==> src/rtl/sif_pkg.sv <==
package sif_pkg;
  localparam int unsigned WORD_W = 16;
  localparam int unsigned BYTE_W = 8;
  localparam int unsigned OFF_W  = 4;

  localparam logic [OFF_W-1:0] OFF_DATA   = 4'h0;
  localparam logic [OFF_W-1:0] OFF_DINC   = 4'h2;
  localparam logic [OFF_W-1:0] OFF_DINC_B = 4'h3;
  localparam logic [OFF_W-1:0] OFF_PTR    = 4'h4;
  localparam logic [OFF_W-1:0] OFF_CMD    = 4'h6;
  localparam logic [OFF_W-1:0] OFF_CTL    = 4'h8;
  localparam logic [OFF_W-1:0] OFF_PTR_X  = 4'hA;
  localparam logic [OFF_W-1:0] OFF_PTR_HI = 4'hC;
  localparam logic [OFF_W-1:0] OFF_DLEN   = 4'hE;

  localparam int unsigned CTL_RST_BIT = 7;
  localparam int unsigned CTL_HLT_BIT = 6;
  localparam int unsigned CTL_IEN_BIT = 3;
  localparam int unsigned CMD_KEEP_BIT = 7;

  localparam logic [WORD_W-1:0] CTL_RESET_VAL = 16'h0080;
endpackage

==> src/rtl/sif_ptr.sv <==
module sif_ptr
  import sif_pkg::*;
#(
  parameter int unsigned W = WORD_W
) (
  input  logic           clk_i,
  input  logic           rst_ni,
  input  logic           wr_lo_i,
  input  logic           wr_hi_i,
  input  logic [W-1:0]   wdata_i,
  input  logic           inc_i,
  input  logic           inc_byte_i,
  output logic [2*W-1:0] ptr_o
);
  localparam logic [2*W-1:0] STEP_WORD = 2;
  localparam logic [2*W-1:0] STEP_BYTE = 1;

  logic [W-1:0] lo_q, hi_q;

  always_ff @(posedge clk_i or negedge rst_ni) begin
    if (!rst_ni) begin
      lo_q <= '0;
      hi_q <= '0;
    end else if (wr_lo_i || wr_hi_i) begin
      if (wr_lo_i) lo_q <= wdata_i;
      if (wr_hi_i) hi_q <= wdata_i;
    end else if (inc_i) begin
      {hi_q, lo_q} <= {hi_q, lo_q} + (inc_byte_i ? STEP_BYTE : STEP_WORD);
    end
  end

  assign ptr_o = {hi_q, lo_q};
endmodule

==> src/rtl/sif_ctl.sv <==
module sif_ctl
  import sif_pkg::*;
(
  input  logic              clk_i,
  input  logic              rst_ni,
  input  logic              wr_i,
  input  logic [WORD_W-1:0] wdata_i,
  output logic [WORD_W-1:0] ctl_o
);
  logic [WORD_W-1:0] ctl_q, ctl_d;

  // guarded bits keep their value unless reset was already held
  always_comb begin
    ctl_d = wdata_i;
    if (!ctl_q[CTL_RST_BIT]) begin
      ctl_d[CTL_HLT_BIT] = ctl_q[CTL_HLT_BIT];
      ctl_d[CTL_IEN_BIT] = ctl_q[CTL_IEN_BIT];
    end
  end

  always_ff @(posedge clk_i or negedge rst_ni) begin
    if (!rst_ni)   ctl_q <= CTL_RESET_VAL;
    else if (wr_i) ctl_q <= ctl_d;
  end

  assign ctl_o = ctl_q;
endmodule

==> src/rtl/sif_irq.sv <==
module sif_irq #(
  parameter int unsigned CODE_W = 4
) (
  input  logic              clk_i,
  input  logic              rst_ni,
  input  logic              core_irq_i,
  input  logic [CODE_W-1:0] core_code_i,
  input  logic              ien_i,
  input  logic              clr_i,
  output logic              pend_o,
  output logic [CODE_W-1:0] code_o
);
  logic              pend_q;
  logic [CODE_W-1:0] code_q;

  always_ff @(posedge clk_i or negedge rst_ni) begin
    if (!rst_ni) begin
      pend_q <= 1'b0;
      code_q <= '0;
    end else begin
      if (core_irq_i && ien_i) pend_q <= 1'b1;
      else if (clr_i)          pend_q <= 1'b0;
      if (core_irq_i) code_q <= core_code_i;
    end
  end

  assign pend_o = pend_q;
  assign code_o = code_q;
endmodule

==> src/rtl/host_sif_regs.sv <==
module host_sif_regs
  import sif_pkg::*;
#(
  parameter int unsigned DMA_W = 32
) (
  input  logic                clk_i,
  input  logic                rst_ni,
  input  logic                ext_sel_i,
  input  logic                req_i,
  input  logic                we_i,
  input  logic [OFF_W-1:0]    addr_i,
  input  logic [WORD_W-1:0]   wdata_i,
  output logic [WORD_W-1:0]   rdata_o,
  output logic [BYTE_W-1:0]   cmd_pulse_o,
  output logic                sys_irq_o,
  output logic                core_reset_o,
  output logic                core_halt_o,
  input  logic                core_irq_i,
  input  logic [3:0]          core_code_i,
  input  logic                core_init_i,
  input  logic                core_test_i,
  input  logic                core_err_i,
  output logic                mem_req_o,
  output logic                mem_we_o,
  output logic [1:0]          mem_be_o,
  output logic [2*WORD_W-1:0] mem_addr_o,
  output logic [WORD_W-1:0]   mem_wdata_o,
  input  logic [WORD_W-1:0]   mem_rdata_i,
  output logic [WORD_W-1:0]   dma_len_o,
  input  logic [DMA_W-1:0]    dma_raw_i,
  output logic [DMA_W-1:0]    dma_swap_o
);
  localparam int unsigned NBYTES = DMA_W / BYTE_W;

  logic ext_ok;
  logic s_data, s_dinc, s_dincb, s_ptr, s_cmd, s_ctl, s_ptrx, s_ptrhi, s_dlen;
  logic [2*WORD_W-1:0] ptr;
  logic [WORD_W-1:0]   ctl;
  logic [3:0]          irq_code;
  logic                irq_pend;
  logic [WORD_W-1:0]   status;
  logic [WORD_W-1:0]   dlen_q;
  logic [BYTE_W-1:0]   pulse_q;

  assign ext_ok  = req_i && ext_sel_i;
  assign s_data  = req_i && (addr_i == OFF_DATA);
  assign s_dinc  = req_i && (addr_i == OFF_DINC);
  assign s_dincb = req_i && (addr_i == OFF_DINC_B);
  assign s_ptr   = req_i && (addr_i == OFF_PTR);
  assign s_cmd   = req_i && (addr_i == OFF_CMD);
  assign s_ctl   = ext_ok && (addr_i == OFF_CTL);
  assign s_ptrx  = ext_ok && (addr_i == OFF_PTR_X);
  assign s_ptrhi = ext_ok && (addr_i == OFF_PTR_HI);
  assign s_dlen  = ext_ok && (addr_i == OFF_DLEN);

  sif_ptr #(.W(WORD_W)) u_ptr (
    .clk_i      (clk_i),
    .rst_ni     (rst_ni),
    .wr_lo_i    (we_i && (s_ptr || s_ptrx)),
    .wr_hi_i    (we_i && s_ptrhi),
    .wdata_i    (wdata_i),
    .inc_i      (s_dinc || s_dincb),
    .inc_byte_i (s_dincb),
    .ptr_o      (ptr)
  );

  sif_ctl u_ctl (
    .clk_i   (clk_i),
    .rst_ni  (rst_ni),
    .wr_i    (we_i && s_ctl),
    .wdata_i (wdata_i),
    .ctl_o   (ctl)
  );

  sif_irq #(.CODE_W(4)) u_irq (
    .clk_i       (clk_i),
    .rst_ni      (rst_ni),
    .core_irq_i  (core_irq_i),
    .core_code_i (core_code_i),
    .ien_i       (ctl[CTL_IEN_BIT]),
    .clr_i       (we_i && s_cmd && !wdata_i[CMD_KEEP_BIT]),
    .pend_o      (irq_pend),
    .code_o      (irq_code)
  );

  always_ff @(posedge clk_i or negedge rst_ni) begin
    if (!rst_ni) begin
      dlen_q  <= '0;
      pulse_q <= '0;
    end else begin
      if (we_i && s_dlen) dlen_q <= wdata_i;
      pulse_q <= (we_i && s_cmd) ? wdata_i[WORD_W-1 -: BYTE_W] : '0;
    end
  end

  assign status = {{BYTE_W{1'b0}}, irq_pend, core_init_i, core_test_i, core_err_i, irq_code};

  // memory side of the data ports; even pointer selects the high lane
  assign mem_req_o   = s_data || s_dinc || s_dincb;
  assign mem_we_o    = mem_req_o && we_i;
  assign mem_addr_o  = ptr;
  assign mem_be_o    = s_dincb ? (ptr[0] ? 2'b01 : 2'b10) : 2'b11;
  assign mem_wdata_o = s_dincb ? {2{wdata_i[BYTE_W-1:0]}} : wdata_i;

  always_comb begin
    rdata_o = '0;
    if (s_data || s_dinc) rdata_o = mem_rdata_i;
    else if (s_dincb)     rdata_o = {{BYTE_W{1'b0}},
                                     ptr[0] ? mem_rdata_i[BYTE_W-1:0] : mem_rdata_i[WORD_W-1 -: BYTE_W]};
    else if (s_ptr || s_ptrx) rdata_o = ptr[WORD_W-1:0];
    else if (s_cmd)       rdata_o = status;
    else if (s_ctl)       rdata_o = ctl;
    else if (s_ptrhi)     rdata_o = ptr[2*WORD_W-1:WORD_W];
    else if (s_dlen)      rdata_o = dlen_q;
  end

  for (genvar i = 0; i < NBYTES; i++) begin : g_swap
    assign dma_swap_o[i*BYTE_W +: BYTE_W] = dma_raw_i[(NBYTES-1-i)*BYTE_W +: BYTE_W];
  end

  assign cmd_pulse_o  = pulse_q;
  assign sys_irq_o    = irq_pend;
  assign core_reset_o = ctl[CTL_RST_BIT];
  assign core_halt_o  = ctl[CTL_HLT_BIT];
  assign dma_len_o    = dlen_q;
endmodule

==> config.mk <==
export PLATFORM = sky130hd
export DESIGN_NAME = host_sif_regs
export DESIGN_NICKNAME = d
export VERILOG_FILES = /design/src/rtl/sif_pkg.sv /design/src/rtl/sif_ptr.sv /design/src/rtl/sif_ctl.sv /design/src/rtl/sif_irq.sv /design/src/rtl/host_sif_regs.sv
export SDC_FILE = /design/constraint.sdc
export NUM_CORES = 1
export LEC_CHECK = 0
export ABC_AREA = 0
export ABC_CLOCK_PERIOD_IN_PS = 4800
export BUFFER_PORTS_ARGS = -buffer_cell sky130_fd_sc_hd__buf_2
export CORE_MARGIN = 2
export CORE_UTILIZATION = 40
export DETAILED_ROUTE_END_ITERATION = 10
export HOLD_SLACK_MARGIN = 0.06
export PLACE_DENSITY_LB_ADDON = 0.12
export SYNTH_ARGS = -nofsm -noshare
export SYNTH_HDL_FRONTEND = slang
export SYNTH_SLANG_ARGS = --single-unit
==> constraint.sdc <==
create_clock -name clk_i -period 4.8 [get_ports clk_i]
set_clock_uncertainty 0.2 [all_clocks]
set_input_delay 0.48 -clock clk_i [delete_from_list [all_inputs] [get_ports clk_i]]
set_output_delay 0.48 -clock clk_i [all_outputs]
set_load 0.005 [all_outputs]
# Yosys cells after proc, flatten, opt, wreduce, memory -nomap -nowiden
# Cells that the tools add are included.
[word_totals]
regBits = 77
inputBits = 81
word_cells = 70
[op_classes]
addsub = 1
eq_ne = 10
n_mux = 21
n_reduce_logical = 30
[op_table]
columns = ["op", "n"]
rows = [
  ["$mux W16", 14],
  ["$add A32 B32 Y32", 1],
  ["$logic_and A1 B1 Y1", 18],
  ["$eq A4 B4 Y1 const B", 4],
  ["$mux W8", 2],
  ["$eq A4 B2 Y1 const B", 2],
  ["$eq A4 B3 Y1 const B", 2],
  ["$mux W2", 3],
  ["$reduce_and A2 Y1", 3],
  ["$logic_or A1 B1 Y1", 5],
  ["$logic_not A4 Y1", 1],
  ["$ne A2 B1 Y1 const B", 2],
  ["$reduce_bool A2 Y1", 2],
  ["$mux W1", 2],
  ["$logic_not A1 Y1", 1],
]

# Logic depth before layout (Yosys ltp)
# Gate-level depths: netlist of run 1.
[logic_depth]
depth_word = 9
depth_mapped = 13

# Cells and area by module
# A second synthesis of run 1 with hierarchy kept.
[hier_totals]
cells_unflattened = 507
area_unflattened_um2 = 5231.3
[modules_own_cells]
columns = ["module", "instances", "cells_per_inst", "area_per_inst_um2", "seq_area_each_um2"]
rows = [
  ["host_sif_regs", 1, 229, 2277.2, 600.6],
  ["sif_ptr", 1, 231, 2117.0, 800.8],
  ["sif_ctl", 1, 35, 654.4, 401.6],
  ["sif_irq", 1, 12, 182.7, 125.1],
]

# Worst setup path before layout of run 1
# Ideal clock, no wire load.
[synth_path]
path_kind = "in2reg"
from = "input port addr_i[3]"
to = "register u_ptr.hi_q[10]"
setup_ps = 99
arrival_time_ps = 3250
required_time_ps = 4501
path_slack_ps = 1250
path_stages = 12
n_path_buf = 1
cell_sequence = "or3b_1 -> clkbuf_1 -> nor2_1 -> nand2_1 -> inv_1 -> ha_1 -> inv_1 -> fa_1 -> nand4b_1 -> nor3_1 -> a211oi_1 -> a311oi_1"
[synth_between]
elab_chain_cells = 7
elab_cells_between_ends = 22
classes_between = "add/sub (1); eq/ne (6); mux (3); reduce/logical (12)"
[synth_rtl]
columns = ["element", "line", "rtl"]
rows = [
  ["start: declaration", "host_sif_regs.sv:11", "input logic [OFF_W-1:0] addr_i,"],
  ["parallel branches: the longest is 7 deep, another holds $add A32 B32 Y32", "--", ""],
  ["end signal: assignment", "sif_ptr.sv:26", "if (wr_hi_i) hi_q <= wdata_i;"],
  ["end signal: assignment", "sif_ptr.sv:28", "{hi_q, lo_q} <= {hi_q, lo_q} + (inc_byte_i ? STEP_BYTE : STEP_WORD);"],
  ["end: declaration", "sif_ptr.sv:18", "logic [W-1:0] lo_q, hi_q;"],
]
# Several ways; the timed one is not identified. The select of a mux whose other input is x is not followed.
# A chain may end at the register's enable or synchronous reset.

# Worst setup path in the final report of run 1
# Ends and elaborated chain as after synthesis.

==> results of run 1 <==
## layer usage
metal	wire length (µm)	part of all wire, %
met5	0	0
met3	1250	7.2
met4	460	2.7
met1	7350	42
met2	8270	48
## final cells by class
class                           instances  area [µm²]  share of cell area, %
Clock buffer                           11         243                   4.25
Clock inverter                          4        48.8                  0.855
Inverter                               15        56.3                  0.987
Multi-Input combinational cell        346        2470                   43.3
Sequential cell                        77        1930                   33.8
Tap cell                              147         184                   3.22
Timing Repair Buffer                  151         778                   13.6
## kinds of logic (layout without fill, tap and decap cells)
| group | Yosys count | in the layout | share of synthesized area [%] |
|---|---|---|---|
| AO/OA/AOI/OAI | 156 | 156 | 21.9 |
| adder cells (fa/ha/maj) | 5 | 5 | 1.43 |
| buffers and inverters | 84 | 181 | 10.3 |
| flip-flops | 77 | 77 | 39.4 |
| multiplexers | 56 | 56 | 12.9 |
| AND/OR/NAND/NOR | 129 | 129 | 14.1 |
## registers in the layout (all words and copies together) (netlist names)
signal and count:
dma_len_o 16, u_ctl.ctl_o 16, u_ptr.lo_q 16, u_irq.pend_o 1, u_irq.code_o 4, cmd_pulse_o 8
u_ptr.hi_q 16
## cell usage after synthesis, drive strengths merged (3+ instances only)
| master | number |
|---|---|
| a211oi | 6 |
| nand2 | 42 |
| o21a | 8 |
| o22a | 6 |
| nor2 | 16 |
| a21o | 3 |
| nor3 | 16 |
| or3 | 4 |
| o22ai | 24 |
| nand4 | 4 |
| a221oi | 8 |
| buf | 51 |
| ha | 4 |
| and4 | 5 |
| o21ai | 36 |
| and3 | 15 |
| o32ai | 4 |
| a31oi | 5 |
| and2 | 3 |
| mux2 | 40 |
| o2bb2a | 3 |
| mux2i | 16 |
| nand2b | 3 |
| nor4 | 5 |
| a311oi | 11 |
| a21oi | 22 |
| nand3 | 7 |
| clkbuf | 18 |
| dfrtp | 76 |
| inv | 15 |
| a221o | 8 |
| a2bb2oi | 4 |
## report_power, final
group          total (mW)  switching [mW]  internal, mW
clock               0.689           0.275         0.414
sequential          0.823           0.101         0.723
combinational       0.344           0.182         0.163
total                1.86           0.558          1.30
## how the worst max path moves through the flow
stage | to | startpoint | slack [ns] | cells past startpoint
CTS | u_ptr.hi_q[10] | addr_i[3] | 1.04 | 12
floorplan | u_ptr.hi_q[10] | addr_i[3] | 1.25 | 12
finish | u_ptr.hi_q[10] | addr_i[3] | 0.96 | 12
global placement | u_ptr.hi_q[10] | addr_i[3] | 0.85 | 12
detailed placement | u_ptr.hi_q[10] | addr_i[3] | 0.70 | 12
global route | u_ptr.hi_q[10] | addr_i[3] | 0.64 | 12
## metrics by stage
step | cell area, µm² | util, %
finish | 5710 | 47.7
global route | 5710 | 47.7
CTS | 5710 | 47.7
detailed placement | 5420 | 45.3
global placement | 5420 | 45.3
floorplan | 4890 | -
## worst max-delay path, delay by kind of cell
family          cells  cell delay, ns
compound gates      2            0.41
simple gates        5            1.85
fa+ha+maj           2            0.66
buf+inv             3            0.47
==> impl_metrics.csv, run 1 <==
group,metric,value,unit
status,outcome,"finished, final reports clean",
critical_path,regToRegStartpoint,"u_ptr.lo_q[0]",
drt,vias,4642,
placed_design,port_buffers,143,
timing,hold_viol,0,
yosys,async_flop_share,100,%
yosys,synth-seq-area-share,39.4,%
placed_design,post-dp-hpwl,12.6,mm
drt,wl_per_cell,23.1,µm
floorplan,std_cell_rows,40,
final_layout,layoutNonFillerInstCount,751,
global_routing,grtUsageMet3,5.51,%
floorplan,die_w,115,µm
final_layout,final_common_cell,"buf_2",
drt,first_pass_iters,7,
placed_design,post-place-cells,736,
cts,h-tree-depth,3,
final_layout,area_growth,16.6,%
critical_path,r2r_slack,1.88,ns
floorplan,dieArea,13100,µm²
critical_path,crit_path_end_kind,"flop",
timing,rsz0062_at_grt,"false",
floorplan,die_h,115,µm
yosys,syn_inst,507,
yosys,synth_ff_type,"dfrtp_1",
cts,clock_latency,0.34,ns
flow_run,drv_cap,0,
final_layout,drive_gt1_share,35.9,%
cts,clk_pin_slew,0.06,ns
timing,slew_viol_final,0,
critical_path,rr_endpoint,"u_ptr.hi_q[10]",
global_routing,gr-total-overflow,0,
drt,drt_drc_violations_left,0,
timing,tightest_slew,1.01,ns
timing,hold_slack,0.109,ns
floorplan,start_util,40.9,%
yosys,synth-warning-count,0,
critical_path,cp.arrival,3.88,ns
timing,setup_violations,0,
cts,cts_buffers,9,
yosys,netlist_area,4890,µm²
placed_design,place_congestion,0.846,
yosys,synth_top_area_cell,"dfrtp_1",
power,p_per_area,325,nW/µm²
timing,timing.final.ws_setup,0.965,ns
timing,max-slew-margin-rel,32.5,%
cts,ctsHoldBuffers,0,
cts,post_cts_resize_count,0,
critical_path,cp.required,4.84,ns
final_layout,final_cell_mix,"buf_2, dfrtp_1, nand2_1",
critical_path,worst-setup-path-type,"in2reg",
critical_path,crit_top_cell,"inv_1",
cts,cts_setup_buffers,0,
cts,ctsLongestPathBuffers,2,
yosys,synth_edf_count,0,
yosys,syn_nets,593,
timing,max_freq,261,MHz
placed_design,pre_cts_slack,0.695,ns
power,p_leak,2.75,nW
drt,drt_iter0_markers,330,
global_routing,antenna_found_initial,0,
drt,routed_wl,17.3,mm
drt,detail-route-antenna-nets,0,
global_routing,busiest_layer,"met2",
yosys,synth_top_area_share,38.9,%
yosys,synth_area_leaders,"dfrtp_1, mux2_2, buf_4",
drt,viasPerCell,6.18,
critical_path,start_kind,"input port",
final_layout,nets,686,
global_routing,gr-usage-met1,35.5,%
critical_path,critPathMaxStageDelay,0.56,ns
cts,cts_tree,"done",
global_routing,grt_max_degree,78,
yosys,synth_cell_types,57,
floorplan,core,12000,µm²
global_routing,grt_pass1_vias,4324,
floorplan,io_pins,208,
timing,period_share,79.9,%
power,power.total,1.86,mW
critical_path,reg2regPathDepth,7,
critical_path,crit_chain,"buf_2 > or3b_1 > nor2_1 > nand2_1 > inv_1 > ha_1 > inv_1 > fa_1 > nand4b_1 > nor3_1 > a211oi_1 > a311oi_1",
yosys,synth.avg_cell_area,9.65,µm²
power,ir_worst_vdd,152,µV
global_routing,grt.met2_usage,41.3,%
timing,period_needed,3.84,ns
final_layout,diodes,0,
critical_path,path_max_fanout,8,
final_layout,fillCellCount,1150,
global_routing,grt_first_pass_wirelength,25.6,mm
critical_path,crit_slowest_cell,"nor3_1",
hold_path,hold_path_class,"in2async",
timing,tns,0,ns
global_routing,grt_usage,26.1,%
cts,clock-sinks,77,
yosys,synth-seq-cells,77,
cts,clock_tree.root_cell,"clkbuf_16",
Power figures use the tool's default switching activity.
==> run 2, diff against run 1 <==
ABC_AREA = 1   (was 0)
ABC_CLOCK_PERIOD_IN_PS = 3550   (was 4800)
clock period = 3.55 ns   (was 4.8 ns; I/O delays follow)
==> impl_metrics.csv, run 2 <==
group,metric,value,unit
global_routing,gr-total-overflow,0,
floorplan,dieArea,14700,µm²
yosys,synth_area_leaders,"dfrtp_1, nand2_1, nor2_1",
power,p_leak,3.45,nW
floorplan,io_pins,208,
cts,cts_setup_buffers,0,
critical_path,crit_path_end_kind,"flop",
cts,cts_buffers,9,
critical_path,cp.required,3.58,ns
power,p_per_area,507,nW/µm²
critical_path,crit_top_cell,"nand2_1",
cts,ctsLongestPathBuffers,2,
drt,first_pass_iters,5,
critical_path,path_max_fanout,11,
global_routing,grt_max_degree,78,
drt,drt_iter0_markers,517,
yosys,synth-warning-count,0,
yosys,synth_ff_type,"dfrtp_1",
drt,wl_per_cell,18.1,µm
cts,clock-sinks,77,
critical_path,critical_path_buf_inv_count,3,
final_layout,final_cell_mix,"nand2_1, buf_2, nor2_1",
final_layout,stdcell_area,6320,µm²
cts,ctsHoldBuffers,5,
timing,slew_viol_final,0,
placed_design,post-place-cells,1079,
timing,tightest_slew,1.03,ns
yosys,ys_top_cells_by_count,"nand2_1, nor2_1, dfrtp_1",
cts,clock_latency,0.35,ns
cts,post_cts_resize_count,0,
timing,max-slew-margin-rel,31.4,%
timing,period_needed,2.70,ns
timing,hold_slack,0.0824,ns
yosys,synth.most_common_cell,"nand2_1",
critical_path,critPathTopFamily,"simple AND/OR/NAND/NOR gates",
final_layout,area_growth,15.3,%
yosys,synth-seq-area-share,35.2,%
flow_run,drv_cap,0,
final_layout,diodes,0,
drt,detail-route-antenna-nets,0,
drt,drt_drc_violations_left,0,
yosys,syn_inst,823,
final_layout,final_common_cell,"nand2_1",
yosys,synth_edf_count,0,
placed_design,place_congestion,0.873,
critical_path,start_kind,"input port",
cts,clk_pin_slew,0.07,ns
critical_path,worst-setup-path-type,"in2reg",
yosys,synth_top_area_cell,"dfrtp_1",
timing,hold_viol,0,
global_routing,antenna_found_initial,0,
floorplan,die_h,121,µm
placed_design,placed_cell_area,5990,µm²
status,outcome,"finished, final reports clean",
cts,clock_tree.root_cell,"clkbuf_16",
floorplan,core,13300,µm²
drt,viasPerCell,5.12,
drt,routed_wl,19.9,mm
power,ir_worst_vdd,231,µV
final_layout,drive_gt1_share,21.3,%
yosys,netlist_area,5480,µm²
yosys,synth-seq-cells,77,
cts,cts_tree,"done",
final_layout,nets,1005,
yosys,synth_cell_types,38,
timing,tns,0,ns
hold_path,hold_path_class,"in2reg",
final_layout,fillCellCount,1429,
floorplan,std_cell_rows,42,
yosys,async_flop_share,100,%
timing,setup_violations,0,
critical_path,cp.arrival,2.73,ns
critical_path,crit_slowest_cell,"fa_1",
critical_path,crit_chain,"buf_2 > nor2_1 > nand2_1 > nor2_1 > nand2_1 > inv_2 > ha_1 > inv_1 > fa_1 > nor2_8 > nand2_4 > o21ai_0 > nand2_1 > nand2_1 > nand2_1 > nand2_1 > o21ai_0",
yosys,synth_top_area_share,34.7,%
timing,rsz0062_at_grt,"false",
timing,max_freq,370,MHz
yosys,syn_nets,909,
global_routing,grt_usage,27.8,%
global_routing,grt_pass1_vias,5180,
placed_design,post-dp-hpwl,14.8,mm
critical_path,critPathMaxStageDelay,0.49,ns
floorplan,die_w,121,µm
timing,period_share,76.1,%
final_layout,layoutNonFillerInstCount,1100,
drt,vias,5635,
floorplan,start_util,41.2,%
placed_design,port_buffers,143,
yosys,synth.avg_cell_area,6.66,µm²
cts,h-tree-depth,3,
global_routing,grt_first_pass_wirelength,30.1,mm
run 2: changes by cell type in the layout (fill, tap and decap cells not counted), sizes merged, moves of 23 or more:
cell | previous run | this run
nand2 | 42 | 313
mux2 | 40 | 0
a21oi | 22 | 51
o22ai | 24 | 1
nor2 | 16 | 102
inv | 15 | 73
o21ai | 36 | 68
run 2: worst paths after layout:
path	startpoint	to	slack (ns)	depth (start not counted)
min reg2reg	u_ctl.ctl_o[5]	u_ctl.ctl_o[5]	0.29	2
max in group asynchronous	rst_ni	u_ptr.hi_q[5]	1.96	2
min in group asynchronous	rst_ni	cmd_pulse_o[7]	0.52	2
max	addr_i[3]	u_ptr.hi_q[0]	0.85	17
max reg2reg	u_ptr.lo_q[0]	u_ptr.hi_q[0]	0.99	11
min	core_irq_i	u_irq.code_o[3]	0.08	3
run 2: layout make-up:
class                           count  area [µm²]  area share (%)
Inverter                           68         255            4.04
Clock buffer                        9         225            3.56
Multi-Input combinational cell    611        2830            44.8
Clock inverter                      7        60.1           0.950
Tap cell                          176         220            3.48
Timing Repair Buffer              152         798            12.6
Sequential cell                    77        1930            30.5
run 2: metal layers:
metal	vias to the layer above	global-route usage, %	part of all wire [%]
li1	2768	-	-
met2	252	40.9	44
met4	0	9.67	2.4
met1	2582	40.8	46
met3	33	4.79	7.9
met5	-	0	0
run 2: worst register-to-register path: stages, from the launching register on:
cell and delay (ns):
dfrtp_1 0.59, ha_1 0.28, inv_1 0.07, fa_1 0.50
nor2_8 0.22, nand2_4 0.10, o21ai_0 0.17, nand2_1 0.06
nand2_1 0.06, nand2_1 0.05, nand2_1 0.05, o21ai_0 0.08
run 2: where the power goes:
part	leakage [nW]	switching (mW)	internal (mW)	total [mW]
clock	0.143	0.427	0.489	0.915
sequential	0.967	0.319	1.04	1.36
combinational	2.34	0.555	0.374	0.930
total	3.45	1.30	1.91	3.21
run 2: per-stage QoR:
| step | setup slack [ns] | power [mW] | util (%) |
|---|---|---|---|
| CTS | 0.860 | 3.22 | 47.5 |
| detailed placement | 0.509 | 2.29 | 45.0 |
| global route | 0.605 | 3.41 | 47.5 |
| floorplan | 0.907 | 1.86 | - |
| finish | 0.850 | 3.21 | 47.5 |
| global placement | 0.549 | 2.29 | 45.0 |
run 2: cells by family (layout without fill, tap and decap cells):
logic type / count (synthesis) / after routing / synth area share [%]
AND/OR/NAND/NOR: 459 / 459 / 35.4
AO/OA/AOI/OAI: 136 / 136 / 13.3
buffers and inverters: 135 / 236 / 13.2
flip-flops: 77 / 77 / 35.2
XOR/XNOR: 11 / 11 / 1.76
adder cells (fa/ha/maj): 5 / 5 / 1.28
